## config.mk

```make
export PLATFORM = sky130hd
export DESIGN_NAME = match_timer
export DESIGN_NICKNAME = d
export VERILOG_FILES = /design/src/rtl/match_timer_pkg.sv /design/src/rtl/mt_regs.sv /design/src/rtl/mt_evt_cond.sv /design/src/rtl/mt_prescaler.sv /design/src/rtl/mt_counter.sv /design/src/rtl/match_timer.sv
export SDC_FILE = /design/constraint.sdc
export NUM_CORES = 1
export LEC_CHECK = 0
export BUFFER_PORTS_ARGS = -buffer_cell sky130_fd_sc_hd__buf_4
export CAP_MARGIN = 25
export CORE_MARGIN = 2
export CORE_UTILIZATION = 30
export CTS_CLUSTER_DIAMETER = 50
export DETAILED_ROUTE_END_ITERATION = 7
export PLACE_DENSITY_LB_ADDON = 0.3
export SLEW_MARGIN = 10
export SYNTH_ARGS = -nofsm -noshare
export SYNTH_HDL_FRONTEND = slang
export SYNTH_SLANG_ARGS = --single-unit
```

## constraint.sdc

```tcl
create_clock -name clk -period 3.5 [get_ports clk]
set_input_delay 1.05 -clock clk [delete_from_list [all_inputs] [get_ports clk]]
set_output_delay 1.05 -clock clk [all_outputs]
set_load 0.02 [all_outputs]
```

## src/rtl/match_timer_pkg.sv

```systemverilog
`timescale 1ns/1ps
package match_timer_pkg;
  localparam int ADDR_W = 2;

  typedef enum logic [ADDR_W-1:0] {
    REG_CTRL     = 2'd0,
    REG_PRESCALE = 2'd1,
    REG_COMPARE  = 2'd2,
    REG_SPARE    = 2'd3
  } reg_sel_e;

  // control register bit positions
  localparam int B_RUN    = 0;
  localparam int B_CLEAR  = 1;
  localparam int B_BYPASS = 2;
  localparam int B_EVT    = 3;
  localparam int B_RISE   = 4;
  localparam int B_FILT   = 5;

  typedef struct packed {
    logic filt;
    logic rise;
    logic evt;
    logic bypass;
    logic run;
  } ctrl_t;
endpackage

```

## src/rtl/mt_regs.sv

```systemverilog
`timescale 1ns/1ps
module mt_regs
  import match_timer_pkg::*;
#(
  parameter int DATA_W  = 32,
  parameter int CNT_W   = 24,
  parameter int PRE_W   = 8,
  parameter int CLR_CYC = 3,
  parameter int MIN_CMP = 2
) (
  input  logic              clk,
  input  logic              rst_n,
  input  logic              wr_valid,
  output logic              wr_ready,
  input  logic [ADDR_W-1:0] wr_addr,
  input  logic [DATA_W-1:0] wr_data,
  output ctrl_t             ctrl,
  output logic [PRE_W-1:0]  prescale,
  output logic [CNT_W-1:0]  cmp_eff,
  output logic              restart,
  output logic              clr_req,
  output logic              clearing
);
  localparam int BUSY_W = $clog2(CLR_CYC + 1);

  logic [BUSY_W-1:0] busy_q;
  logic [CNT_W-1:0]  cmp_q;
  logic              accept;
  reg_sel_e          sel;
  logic              unused_hi;

  assign unused_hi = ^wr_data[DATA_W-1:CNT_W];
  assign sel       = reg_sel_e'(wr_addr);
  assign wr_ready  = (busy_q == '0);
  assign accept    = wr_valid && wr_ready;
  assign clr_req   = accept && (sel == REG_CTRL) && wr_data[B_CLEAR];
  assign restart   = accept && (sel == REG_COMPARE);
  assign clearing  = clr_req || (busy_q != '0);
  assign cmp_eff   = (cmp_q < CNT_W'(MIN_CMP)) ? CNT_W'(MIN_CMP) : cmp_q;

  always_ff @(posedge clk or negedge rst_n) begin
    if (!rst_n) begin
      busy_q   <= '0;
      ctrl     <= '0;
      prescale <= '0;
      cmp_q    <= '0;
    end else begin
      if (busy_q != '0) busy_q <= busy_q - 1'b1;
      if (accept) begin
        case (sel)
          REG_CTRL: begin
            ctrl.run    <= wr_data[B_RUN] & ~wr_data[B_CLEAR];
            ctrl.bypass <= wr_data[B_BYPASS];
            ctrl.evt    <= wr_data[B_EVT];
            ctrl.rise   <= wr_data[B_RISE];
            ctrl.filt   <= wr_data[B_FILT];
            if (wr_data[B_CLEAR]) busy_q <= BUSY_W'(CLR_CYC);
          end
          REG_PRESCALE: prescale <= wr_data[PRE_W-1:0];
          REG_COMPARE:  cmp_q    <= wr_data[CNT_W-1:0];
          default: ;
        endcase
      end
    end
  end
endmodule

```

## src/rtl/mt_evt_cond.sv

```systemverilog
`timescale 1ns/1ps
module mt_evt_cond #(
  parameter int FILT_N = 4
) (
  input  logic clk,
  input  logic rst_n,
  input  logic pin,
  input  logic filt_en,
  input  logic rise_sel,
  output logic edge_o
);
  logic s1, s2, lvl, lvl_d;
  logic all_hi, all_lo;

  generate
    if (FILT_N > 1) begin : g_hist
      logic [FILT_N-1:0] hist;
      always_ff @(posedge clk or negedge rst_n) begin
        if (!rst_n) hist <= '0;
        else        hist <= {hist[FILT_N-2:0], s2};
      end
      assign all_hi = &hist;
      assign all_lo = ~|hist;
    end else begin : g_nohist
      assign all_hi = s2;
      assign all_lo = ~s2;
    end
  endgenerate

  always_ff @(posedge clk or negedge rst_n) begin
    if (!rst_n) begin
      s1    <= 1'b0;
      s2    <= 1'b0;
      lvl   <= 1'b0;
      lvl_d <= 1'b0;
    end else begin
      s1    <= pin;
      s2    <= s1;
      lvl_d <= lvl;
      if (!filt_en)    lvl <= s2;
      else if (all_hi) lvl <= 1'b1;
      else if (all_lo) lvl <= 1'b0;
    end
  end

  assign edge_o = rise_sel ? (lvl & ~lvl_d) : (~lvl & lvl_d);
endmodule

```

## src/rtl/mt_prescaler.sv

```systemverilog
`timescale 1ns/1ps
module mt_prescaler #(
  parameter int PRE_W = 8
) (
  input  logic             clk,
  input  logic             rst_n,
  input  logic             clear,
  input  logic             advance,
  input  logic [PRE_W-1:0] div,
  output logic             tick
);
  logic [PRE_W-1:0] pre_q;

  assign tick = advance && (pre_q == div);

  always_ff @(posedge clk or negedge rst_n) begin
    if (!rst_n)       pre_q <= '0;
    else if (clear)   pre_q <= '0;
    else if (tick)    pre_q <= '0;
    else if (advance) pre_q <= pre_q + 1'b1;
  end
endmodule

```

## src/rtl/mt_counter.sv

```systemverilog
`timescale 1ns/1ps
module mt_counter #(
  parameter int CNT_W = 24
) (
  input  logic             clk,
  input  logic             rst_n,
  input  logic             clear,
  input  logic             step,
  input  logic [CNT_W-1:0] cmp,
  output logic [CNT_W-1:0] count,
  output logic             match
);
  logic [CNT_W-1:0] nxt;
  assign nxt = count + 1'b1;

  always_ff @(posedge clk or negedge rst_n) begin
    if (!rst_n) begin
      count <= '0;
      match <= 1'b0;
    end else if (clear) begin
      count <= '0;
      match <= 1'b0;
    end else begin
      match <= step && (count != cmp) && (nxt == cmp);
      if (step) count <= (count == cmp) ? '0 : nxt;
    end
  end
endmodule

```

## src/rtl/match_timer.sv

```systemverilog
`timescale 1ns/1ps
module match_timer
  import match_timer_pkg::*;
#(
  parameter int DATA_W  = 32,
  parameter int CNT_W   = 24,
  parameter int PRE_W   = 8,
  parameter int CLR_CYC = 3,
  parameter int FILT_N  = 4
) (
  input  logic              clk,
  input  logic              rst_n,
  input  logic              wr_valid,
  output logic              wr_ready,
  input  logic [ADDR_W-1:0] wr_addr,
  input  logic [DATA_W-1:0] wr_data,
  input  logic              dbg_halt,
  input  logic              evt_pin,
  output logic [CNT_W-1:0]  count,
  output logic              match_pulse,
  output logic              active
);
  ctrl_t            ctrl;
  logic [PRE_W-1:0] prescale;
  logic [CNT_W-1:0] cmp_eff;
  logic             restart, clr_req, clearing;
  logic             freeze, running, tick, evt_edge, step, clear_all;
  logic             bypass_w;

  mt_regs #(
    .DATA_W(DATA_W), .CNT_W(CNT_W), .PRE_W(PRE_W), .CLR_CYC(CLR_CYC), .MIN_CMP(2)
  ) u_regs (
    .clk(clk), .rst_n(rst_n), .wr_valid(wr_valid), .wr_ready(wr_ready),
    .wr_addr(wr_addr), .wr_data(wr_data), .ctrl(ctrl), .prescale(prescale),
    .cmp_eff(cmp_eff), .restart(restart), .clr_req(clr_req), .clearing(clearing)
  );

  assign bypass_w  = ctrl.bypass;
  assign freeze    = dbg_halt & ~ctrl.bypass;
  assign running   = ctrl.run & ~freeze & ~clearing;
  assign active    = ctrl.run & ~freeze;
  assign clear_all = clearing | restart;

  mt_evt_cond #(.FILT_N(FILT_N)) u_evt (
    .clk(clk), .rst_n(rst_n), .pin(evt_pin), .filt_en(ctrl.filt),
    .rise_sel(ctrl.rise), .edge_o(evt_edge)
  );

  mt_prescaler #(.PRE_W(PRE_W)) u_pre (
    .clk(clk), .rst_n(rst_n), .clear(clear_all),
    .advance(running & ~ctrl.evt), .div(prescale), .tick(tick)
  );

  assign step = ctrl.evt ? (running & evt_edge) : tick;

  mt_counter #(.CNT_W(CNT_W)) u_cnt (
    .clk(clk), .rst_n(rst_n), .clear(clear_all), .step(step),
    .cmp(cmp_eff), .count(count), .match(match_pulse)
  );
endmodule

```

==> impl_metrics.tcl <==
set metrics [dict create \
    fin_skew_ns 0.00934 \
    ant_nets 0 \
    io_buffers 57 \
    cp_slowest_cell "dfrtp_1" \
    grt_max_degree 81 \
    vias_per_cell 5.20 \
    rsz0062_at_grt "false" \
    cpMostUsedCell "or3_1" \
    r2r_cells 7 \
    hold_depth 0 \
    cp_max_fo 12 \
    synth.yosys.seq_area_share_pct 42.5 \
    fp.dieArea_um2 16700 \
    timing.rr.start "u_cnt.count[5]" \
    min_period_ns 2.77 \
    clock.fmax_ghz 0.361 \
    synth_ff_type "dfrtp_1" \
    cp.arrival_ns 3.02 \
    worst_slack_ns 0.732 \
    overflow 0 \
    dr.pass1.iters 6 \
    ys_async_sr_fraction_pct 100 \
    power_density_nw_per_um2 463 \
    initial_core_util_pct 30.9 \
    die_x_um 129 \
    ff2ff_setup_slack_ns 0.73 \
    timing.final.crit_share_pct 79.1 \
    routed_wl_um 12700 \
    cts_buffers 9 \
    synth_edf_count 0 \
    crit_path_start_kind "flip-flop" \
    post_cts_resized 0 \
    die_h_um 129 \
    syn-num-nets 505 \
    dp_slack_ns 0.355 \
    critical_path_class "flip-flop to flip-flop" \
    worstPathRequired_ns 3.76 \
    routedWlPerCell_um 17.4 \
    core-area_um2 15300 \
    antenna_cells 0 \
    drc 0 \
    cts.sink_count 80 \
    clk_pin_slew_ns 0.07 \
    tns_ns 0 \
    clkLatencyLatePin_ns 0.36 \
    cts-root-buf "clkbuf_16" \
    cts_hold_buf 0 \
    critPathMaxStageDelay_ns 0.65 \
    synth.distinct_cells 64 \
    synth-seq-cells 80 \
    ys.warnings.count 0 \
    place_hpwl_um 9450 \
    final_cell_mix "80 x dfrtp_1, 64 x buf_4, 40 x nand2_1" \
    via_count 3810 \
    synthToLayoutAreaGrowth_pct 19.5 \
    clockBufferDepth 2 \
    end_kind "flip-flop" \
    maxCapViolations 0 \
    grt_use_total_pct 16.3 \
    fin_nets 557 \
    min-delay-start "u_evt.s1" \
    antenna_found_initial 0 \
    final_common_cell "dfrtp_1" \
    ios 66 \
    post-route-util_pct 36.9 \
    grt_pass1_vias 3804 \
    min_to "u_evt.s2" \
    grt_pass1_wl_um 20800 \
    worst_hold_path_type "flip-flop to flip-flop" \
    syn_area_per_cell_um2 10.2 \
    ir_worst_vdd_v 0.000252 \
    tightest_slew_ns 0.645 \
    hold_violations 0 \
    drtIter0Drc 218 \
    leakage_nw 2.25 \
    status "completed" \
    finalSetupViolations 0 \
    slew_violations 0 \
    crit_chain "nand4_4 -> or3_1 -> or3_1 -> xnor2_1 -> nor4_1 -> nand4_1 -> nor4_2" \
    row_count 45 \
    synth.cell_area_um2 4710 \
    max_slew_margin_pct 57.0 \
    drive_above_1_share_pct 25.9 \
    tritoncts "yes" \
    place_congestion 0.885 \
    syn_inst 464 \
    cts_setup_buffers 0 \
    cts_max_level 3 \
    rr_endpoint "u_cnt.match" \
]
## cells in the mapped netlist, drive strengths merged (5+ instances only)
library cell / instances / area (um2)
a41oi: 5 / 51.3
dfrtp: 80 / 2000
mux2i: 5 / 50.1
or3: 7 / 43.8
nor3: 8 / 40.0
nand2: 40 / 150
a21oi: 10 / 61.3
o311ai: 8 / 70.1
mux2: 38 / 428
inv: 12 / 45.0
nand2b: 9 / 58.8
o21ai: 22 / 110
nand3: 18 / 90.1
xor2: 14 / 123
nor4: 12 / 103
buf: 15 / 104
and2: 6 / 37.5
o31ai: 10 / 75.1
nor2: 24 / 97.6
clkbuf: 10 / 40.0
nand4: 14 / 118
a31oi: 8 / 50.1
and3: 9 / 56.3
xnor2: 32 / 280
nand4b: 5 / 43.8
## area by class of cell
type | count | area (um2)
Sequential cell | 80 | 2000
Multi-Input combinational cell | 347 | 2520
Fill cell | 1548 | 9630
Timing Repair Buffer | 66 | 505
Clock buffer | 9 | 225
Tap cell | 211 | 264
Inverter | 12 | 45.0
Clock inverter | 7 | 63.8
## per-stage QoR
stage | cells | hold slack [ns] | power [W] | instance area (um2)
detailed placement | 714 | 0.344 | 0.00170 | 5320
finish | 732 | 0.355 | 0.00261 | 5630
CTS | 730 | 0.359 | 0.00263 | 5610
floorplan | 464 | 0.331 | 0.00152 | 4710
global route | 732 | 0.366 | 0.00275 | 5630
global placement | 714 | 0.338 | 0.00169 | 5320
## logic make-up (layout without fill, tap and decap cells)
kind of cell	after synthesis	in the layout	synth area share, %
AND/OR/NAND/NOR	170	170	20.9
AO/OA/AOI/OAI	86	86	13.4
flip-flops	80	80	42.5
XOR/XNOR	46	46	8.55
multiplexers	43	43	10.1
buffers and inverters	37	94	4.01
adder cells (fa/ha/maj)	2	2	0.531
## registers in the layout, summed over array words and instances, names as in the netlist
name	cells
u_cnt.count	24
u_cnt.match	1
u_evt.g_hist.hist	4
u_evt.lvl	1
u_evt.lvl_d	1
u_evt.s1	1
u_evt.s2	1
u_pre.pre_q	8
u_regs.busy_q	2
u_regs.cmp_q	24
u_regs.ctrl	5
u_regs.prescale	8
## critical path: cells and delay by family, from the launching register on
kind                      cells  cell delay (ns)
xor gates and xnor gates      1             0.16
DFF                           1             0.65
and+or+nand+nor               6             1.86
## worst max path at each step
stage,from,to,slack (ns),depth (start not counted)
floorplan,wr_addr[0],u_pre.pre_q[3],0.85,6
global placement,dbg_halt,u_cnt.count[22],0.43,7
detailed placement,wr_addr[0],u_cnt.count[22],0.36,6
CTS,u_cnt.count[5],u_cnt.match,0.74,7
global route,u_cnt.count[2],u_cnt.match,0.47,7
finish,u_cnt.count[5],u_cnt.match,0.73,7
## power breakdown
part	total, W	leakage [nW]	internal, W	switching [W]
Clock	0.000921	0.136	0.000495	0.000426
Combinational	0.000500	1.10	0.000256	0.000243
Sequential	0.00119	1.02	0.00104	0.000145
Total	0.00261	2.25	0.00179	0.000814
## metal layers
layer | up-vias | share of wire (%) | routed length, um | GRT usage [%]
li1 | 1819 | - | - | -
met1 | 1846 | 48 | 6070 | 22.5
met2 | 125 | 44 | 5560 | 24.8
met3 | 20 | 6.2 | 786 | 3.30
met4 | 0 | 2.5 | 313 | 7.48
met5 | - | 0 | 0 | 0
No activity file was read; power rests on OpenSTA's default activity.
